==> src/rtl/sci_pkg.sv <==
package sci_pkg;

    localparam int REG_W = 16;

    // Bit positions of the interrupt-capable sources (status and enable share them)
    localparam int POS_TMR = 0;
    localparam int POS_GLK = 5;
    localparam int POS_PWR = 8;
    localparam int POS_RTC = 10;

    localparam logic [REG_W-1:0] SCI_SRC_MASK =
        (REG_W'(1) << POS_TMR) | (REG_W'(1) << POS_GLK) |
        (REG_W'(1) << POS_PWR) | (REG_W'(1) << POS_RTC);

    typedef enum logic [1:0] {
        SEL_STS  = 2'd0,
        SEL_EN   = 2'd1,
        SEL_CTL  = 2'd2,
        SEL_NONE = 2'd3
    } reg_sel_e;

    function automatic logic [REG_W-1:0] bit_at(input int pos, input logic v);
        bit_at = '0;
        bit_at[pos] = v;
    endfunction

endpackage

==> src/rtl/pm_timer_ctr.sv <==
module pm_timer_ctr #(
    parameter int TMR_W = 24
) (
    input  logic             clk,
    input  logic             rst_n,
    input  logic             tick,
    output logic [TMR_W-1:0] count,
    output logic             msb_flip
);
    localparam int MSB = TMR_W - 1;

    typedef struct packed {
        logic [TMR_W-1:0] cnt;
    } tmr_state_t;

    tmr_state_t st_d, st_q;

    always_comb begin
        st_d = st_q;
        if (tick) begin
            st_d.cnt = st_q.cnt + 1'b1;
        end
        msb_flip = st_d.cnt[MSB] ^ st_q.cnt[MSB];
    end

    always_ff @(posedge clk) begin
        if (!rst_n) begin
            st_q <= '0;
        end else begin
            st_q <= st_d;
        end
    end

    assign count = st_q.cnt;

endmodule

==> src/rtl/pm_evt_regs.sv <==
module pm_evt_regs
    import sci_pkg::*;
(
    input  logic             clk,
    input  logic             rst_n,
    input  logic [REG_W-1:0] set_vec,
    input  logic             wr_en,
    input  reg_sel_e         wr_sel,
    input  logic [REG_W-1:0] wr_data,
    output logic [REG_W-1:0] sts,
    output logic [REG_W-1:0] en,
    output logic [REG_W-1:0] ctl
);
    typedef struct packed {
        logic [REG_W-1:0] sts;
        logic [REG_W-1:0] en;
        logic [REG_W-1:0] ctl;
    } reg_state_t;

    reg_state_t st_d, st_q;
    logic [REG_W-1:0] clr_vec;

    always_comb begin
        st_d    = st_q;
        clr_vec = '0;
        if (wr_en) begin
            unique case (wr_sel)
                SEL_STS:  clr_vec  = wr_data;
                SEL_EN:   st_d.en  = wr_data;
                SEL_CTL:  st_d.ctl = wr_data;
                default:  ;
            endcase
        end
        // a new event in the same cycle outranks a software clear
        st_d.sts = (st_q.sts & ~clr_vec) | set_vec;
    end

    always_ff @(posedge clk) begin
        if (!rst_n) begin
            st_q <= '0;
        end else begin
            st_q <= st_d;
        end
    end

    assign sts = st_q.sts;
    assign en  = st_q.en;
    assign ctl = st_q.ctl;

endmodule

==> src/rtl/sci_level_eval.sv <==
module sci_level_eval
    import sci_pkg::*;
(
    input  logic [REG_W-1:0] sts,
    input  logic [REG_W-1:0] en,
    output logic             sci_lvl,
    output logic             tmr_armed
);
    logic [REG_W-1:0] hit;

    generate
        for (genvar i = 0; i < REG_W; i++) begin : g_src
            if (SCI_SRC_MASK[i]) begin : g_live
                assign hit[i] = sts[i] & en[i];
            end else begin : g_dead
                assign hit[i] = 1'b0;
            end
        end
    endgenerate

    always_comb begin
        sci_lvl   = |hit;
        tmr_armed = en[POS_TMR] & ~sts[POS_TMR];
    end

endmodule

==> src/rtl/sci_event_gen.sv <==
module sci_event_gen
    import sci_pkg::*;
#(
    parameter int TMR_W = 24
) (
    input  logic             clk,
    input  logic             rst_n,
    input  logic             tick,
    input  logic             ev_pwrbtn,
    input  logic             ev_rtc,
    input  logic             ev_glock,
    input  logic [15:0]      ev_aux,
    input  logic             wr_en,
    input  logic [1:0]       wr_sel,
    input  logic [15:0]      wr_data,
    output logic [15:0]      pm1_sts,
    output logic [15:0]      pm1_en,
    output logic [15:0]      pm1_ctl,
    output logic [TMR_W-1:0] tmr_count,
    output logic             sci
);
    logic             msb_flip;
    logic             tmr_armed;
    logic [REG_W-1:0] set_vec;
    reg_sel_e         sel;

    assign sel = reg_sel_e'(wr_sel);

    pm_timer_ctr #(.TMR_W(TMR_W)) u_tmr (
        .clk      (clk),
        .rst_n    (rst_n),
        .tick     (tick),
        .count    (tmr_count),
        .msb_flip (msb_flip)
    );

    always_comb begin
        set_vec = ev_aux
                | bit_at(POS_GLK, ev_glock)
                | bit_at(POS_PWR, ev_pwrbtn)
                | bit_at(POS_RTC, ev_rtc)
                | bit_at(POS_TMR, msb_flip & tmr_armed);
    end

    pm_evt_regs u_regs (
        .clk     (clk),
        .rst_n   (rst_n),
        .set_vec (set_vec),
        .wr_en   (wr_en),
        .wr_sel  (sel),
        .wr_data (wr_data),
        .sts     (pm1_sts),
        .en      (pm1_en),
        .ctl     (pm1_ctl)
    );

    sci_level_eval u_lvl (
        .sts       (pm1_sts),
        .en        (pm1_en),
        .sci_lvl   (sci),
        .tmr_armed (tmr_armed)
    );

endmodule

==> config.mk <==
export PLATFORM = sky130hd
export DESIGN_NAME = sci_event_gen
export DESIGN_NICKNAME = d
export VERILOG_FILES = /design/src/rtl/sci_pkg.sv /design/src/rtl/pm_timer_ctr.sv /design/src/rtl/pm_evt_regs.sv /design/src/rtl/sci_level_eval.sv /design/src/rtl/sci_event_gen.sv
export SDC_FILE = /design/constraint.sdc
export NUM_CORES = 1
export LEC_CHECK = 0
export CORE_MARGIN = 1.5
export CORE_UTILIZATION = 40
export CTS_CLUSTER_SIZE = 40
export DETAILED_ROUTE_END_ITERATION = 6
export PLACE_DENSITY = 0.86
export SYNTH_ARGS = -nofsm -noshare
export SYNTH_HDL_FRONTEND = slang
export SYNTH_SLANG_ARGS = --single-unit
==> constraint.sdc <==
create_clock -name clk -period 3.6 [get_ports clk]
set_clock_uncertainty 0.15 [all_clocks]
set_input_delay 1.08 -clock clk [delete_from_list [all_inputs] [get_ports clk]]
set_output_delay 1.08 -clock clk [all_outputs]
set_load 0.02 [all_outputs]
After elaboration in Yosys (flattened, before gate mapping)

Cells that the tools add are included.

$add $sub $neg: 1
$mul: 0
Div/mod/pow operators: 0
$lt $le $gt $ge: 0
Equal/unequal tests: 2
Shift-type cells: 0
Multiplexer cells: 3
Bitwise operators: 15
Reductions and logical operators: 4

Operator list:

| cell                                                 | number |
|---|---|
| 2-to-1 mux 16 bit                                    | 2 |
| adder 24 x 1 -> 24 bit (second input constant)       | 1 |
| 2-to-1 mux 24 bit                                    | 1 |
| bitwise AND 16 bit                                   | 1 |
| inverter 16 bit                                      | 1 |
| OR 16 x 1 -> 16 bit                                  | 1 |
| OR 16 x 11 -> 16 bit                                 | 1 |
| OR 16 bit                                            | 1 |
| OR 16 x 6 -> 16 bit                                  | 1 |
| OR 16 x 9 -> 16 bit                                  | 1 |
| bitwise AND 1 bit                                    | 6 |
| AND reduction 2 bit                                  | 2 |
| OR reduction 4 bit                                   | 1 |
| equality test 2 x 1 -> 1 bit (second input constant) | 1 |
| equality test 2 bit (second input constant)          | 1 |
| zero test 2 bit                                      | 1 |
| inverter 1 bit                                       | 1 |
| XOR 1 bit                                            | 1 |

Register bits: 72
Bits in latches: 0
Memory bits (writable): 0
ROM bits: 0
Memories kept: 0

Longest topological paths before layout

Depth after elaboration: 6
Gate-level depth with buffers: 6
Mapped depth without buffers: 5

Modules after synthesis

From an unflattened synthesis, not the netlist that was laid out.

Cell total of the unflattened synthesis: 330
Area, all modules: 3,015.4 µm²

By module, submodules not included:

| module         | instances | cells each | area an instance (µm²) | sequential area each (µm²) |
|---|---|---|---|---|
| pm_evt_regs    | 1         | 191        | 1,820.5                | 960.9 |
| pm_timer_ctr   | 1         | 131        | 1,141.1                | 480.5 |
| sci_level_eval | 1         | 4          | 27.5                   | 0.0 |
| sci_event_gen  | 1         | 4          | 26.3                   | 0.0 |

Worst setup path after synthesis

No wires, ideal clock.

Kind: input to register
Start: in tick
End: reg u_tmr.st_q (netlist bit u_tmr.count[13])
Arrival time: 2.164 ns
Required time: 3.322 ns
Path slack: 1.159 ns
Cell stages on the path: 6
Path buffers: 2
Path through: clkbuf_1 > nand4_1 > clkbuf_1 > nor4_1 > xnor2_1 > nor2_1

RTL lines:

| item                 | line               | text |
|---|---|---|
| from (decl)          | sci_event_gen.sv:8 | `input logic tick,` |
| to (signal assigned) | pm_timer_ctr.sv:30 | `st_q <= st_d;` |
| to (decl)            | pm_timer_ctr.sv:16 | `tmr_state_t st_d, st_q;` |

Worst setup path after layout

Start: reg u_regs.st_q (netlist bit u_regs.en[0])
End: out sci

Longest elaborated chain between the ends: 2

RTL lines:

| item                   | line                 | text |
|---|---|---|
| from (decl)            | pm_evt_regs.sv:20    | `reg_state_t st_d, st_q;` |
| from (signal assigned) | pm_evt_regs.sv:42    | `st_q <= st_d;` |
| bitwise AND 1 bit      | sci_level_eval.sv:14 | `assign hit[i] = sts[i] & en[i];` |
| OR reduction 4 bit     | sci_level_eval.sv:22 | `sci_lvl = \|hit;` |
| to (decl)              | sci_event_gen.sv:20  | `output logic sci` |

Every way passes these cells.

==> impl_metrics.json <==
{
  "p_sw_uw": 406,
  "start_util_pct": 41.0,
  "cts_buffers": 9,
  "syn_inst": 341,
  "routabilityCongestion": 0.753,
  "regArea_um2": 1440,
  "mappedNetlistNets": 383,
  "drive_above_1_share_pct": 4.63,
  "syn2layout_area_growth_pct": 51.3,
  "synth_ff_type": "dfxtp_1",
  "run_status": "finished, final reports clean",
  "hold_buffers": 0,
  "ys_warn_count": 0,
  "leakagePower_nw": 1.43,
  "synth_common_cells": "nand2_1, dfxtp_1, a21oi_1",
  "die_w_um": 86.2,
  "relSlewSlack_pct": 55.0,
  "cts.sinks": 72,
  "multiInputGateArea_um2": 1240,
  "avgSynthCellArea_um2": 8.12,
  "setup_viol": 0,
  "peakVddDrop_mv": 0.242,
  "post-route-period-util_pct": 75.1,
  "crit_type": "reg2out",
  "grt_pass1_vias": 2583,
  "routedWlPerCell_um": 14.0,
  "crit_fanout": 4,
  "fp.coreArea_um2": 6760,
  "route.detailed.drc": 0,
  "htree_levels": 3,
  "yosys.area.top_type_share_pct": 52.1,
  "wirelength_um": 7490,
  "rsz0062_at_grt": "false",
  "hold_viol": 0,
  "clkSlewWorstSetupHoldPaths_ns": 0.07,
  "cpPeakStageDelay_ns": 0.59,
  "port_buffers": 113,
  "post_cts_buffers": 0,
  "critPathRequiredTime_ns": 2.37,
  "seq_area_frac_synth_pct": 52.1,
  "swShare_pct": 23.3,
  "fin_tns_setup_ns": 0,
  "finalMaxSlewViolations": 0,
  "tightest_slew_ns": 0.673,
  "vias": 2769,
  "grt_start_max_net_pins": 38,
  "internal_power_mw": 1.34,
  "netlist_area_um2": 2770,
  "clock_latency_ns": 0.33,
  "die_area_um2": 7430,
  "grt_pass1_wl_um": 12000,
  "yosysTopAreaCell": "dfxtp_1",
  "critPathTopFamily": "buffers and inverters",
  "diodes": 0,
  "overflow": 0,
  "detail_route.first_pass.iterations": 4,
  "synth_seq_cells": 72,
  "fin_nets": 491,
  "clock_path_buffers": 2,
  "die-height_um": 86.2,
  "end_kind": "output pin",
  "dp_hpwl_um": 5390,
  "arrival_ns": 1.47,
  "total_power_mw": 1.74,
  "track_usage_pct": 20.6,
  "fill_cells": 602,
  "cts_resized": 0,
  "async_flop_share_pct": 0,
  "fmax_mhz": 370,
  "crit_slowest_cell": "clkdlybuf4s50_1",
  "vias_per_cell": 5.19,
  "p_seq_share_pct": 48.2,
  "cts_tree": "built",
  "path_cells": "a22oi_1 > nand2_1 > clkdlybuf4s50_1",
  "power.share.clock_pct": 40.0,
  "fin_crit_ns": 2.70,
  "combPwrFrac_pct": 11.8,
  "rows": 30,
  "drv_cap": 0,
  "ys_types": 30,
  "hold_class": "reg2reg",
  "io_pins": 114,
  "path_buf_inv": 1,
  "synth.most_common_cell": "nand2_1",
  "drt.antenna.violating_nets": 0,
  "power_density_nw_per_um2": 416,
  "drt_iter0_markers": 137,
  "cts_root_buf": "clkbuf_8",
  "antenna_found_initial": 0,
  "fin_util_pct": 62.0,
  "synthTopCellsByArea": "dfxtp_1, nand2_1, a21oi_1",
  "synth-edff-count": 0,
  "startpoint_type": "register"
}
==> per-layer routing <==
metal	vias to the layer above	wire, um	track usage [%]	part of all wire (%)
met2	82	3660	34.5	49
met5	-	0	0	0
met1	1292	3230	24.2	43
met3	16	367	5.05	4.9
met4	0	235	11.3	3.1
li1	1379	-	-	-
==> path summary, 6_finish.rpt <==
kind	slack (ns)	from	depth (start not counted)	to
setup / recovery	0.90	u_regs.en[0]	3	sci
hold / removal	0.30	u_regs.en[15]	2	u_regs.en[15]
setup reg to reg	1.00	u_tmr.count[3]	4	u_regs.sts[0]
hold reg to reg	0.30	u_regs.en[15]	2	u_regs.en[15]
==> state kept, by name, summed over array words and instances (netlist names) <==
signal	flops
u_tmr.count	24
u_regs.ctl	16
u_regs.en	16
u_regs.sts	16
==> stage by stage <==
step                      cell area, um^2  setup slack, ns  hold slack (ns)  cells
final                                4190            0.898            0.304    534
after global routing                 4190            0.797            0.319    534
after CTS                            4190            0.894            0.307    534
after detailed placement             3970            0.675            0.299    518
after global placement               3970            0.789            0.292    518
after floorplan                      2770             1.16            0.384    341
==> worst reg2reg max path, delay by kind of cell (launching register included) <==
family	cells	cell delay, ns
AO/OA/AOI/OAI	1	0.15
flip-flops	1	0.44
AND/OR/NAND/NOR	3	1.80
==> layout make-up <==
cell class | instances | share of cell area [%]
sequential | 72 | 34.4
clock inverter | 5 | 1.91
multi-input combinational | 246 | 29.7
clock buffer | 11 | 3.38
timing repair buffer | 116 | 27.9
tap | 80 | 2.39
inverter | 4 | 0.359
==> logic make-up (layout without fill, tap and decap cells) <==
group,count (synthesis),count (layout),synth area share [%]
compound gates,71,71,13.8
buf+inv,23,136,3.21
simple gates,160,160,25.9
xor+xnor,12,12,3.80
mux,2,2,0.723
flops,72,72,52.1
fa+ha+maj,1,1,0.452
==> placed cells by master (no fill, tap or decap), types with 2 or more instances in the layout <==
master           netlist  layout
nor4_1                 3       3
nand2_1               90      90
o21ai_0                4       4
a21oi_1               56      56
buf_4                  0       2
nand3b_1               3       3
or3_1                  4       4
xor2_1                 4       4
nor3_1                 4       4
dfxtp_1               72      72
nor2_1                30      30
bufinv_16              0       2
xnor2_1                8       8
a22oi_1                2       2
nand3_1                6       6
and3b_1                2       2
clkbuf_8               0      10
clkinvlp_4             0       2
inv_1                  3       3
clkdlybuf4s50_1        0     113
o31ai_1                6       6
mux2i_1                2       2
nand4_1                5       5
or4_1                  8       8
a211oi_1               3       3
==> power groups by stage <==
stage	Clock, mW	Combinational (mW)	Sequential (mW)
6_report	0.697	0.206	0.840
5_1_grt	0.747	0.221	0.843
4_1_cts	0.714	0.208	0.840
3_5_place_dp	0	0.207	0.858
3_3_place_gp	0	0.204	0.856
2_1_floorplan	0	0.0534	0.890
Note: power is estimated with default switching activity, not from simulation.
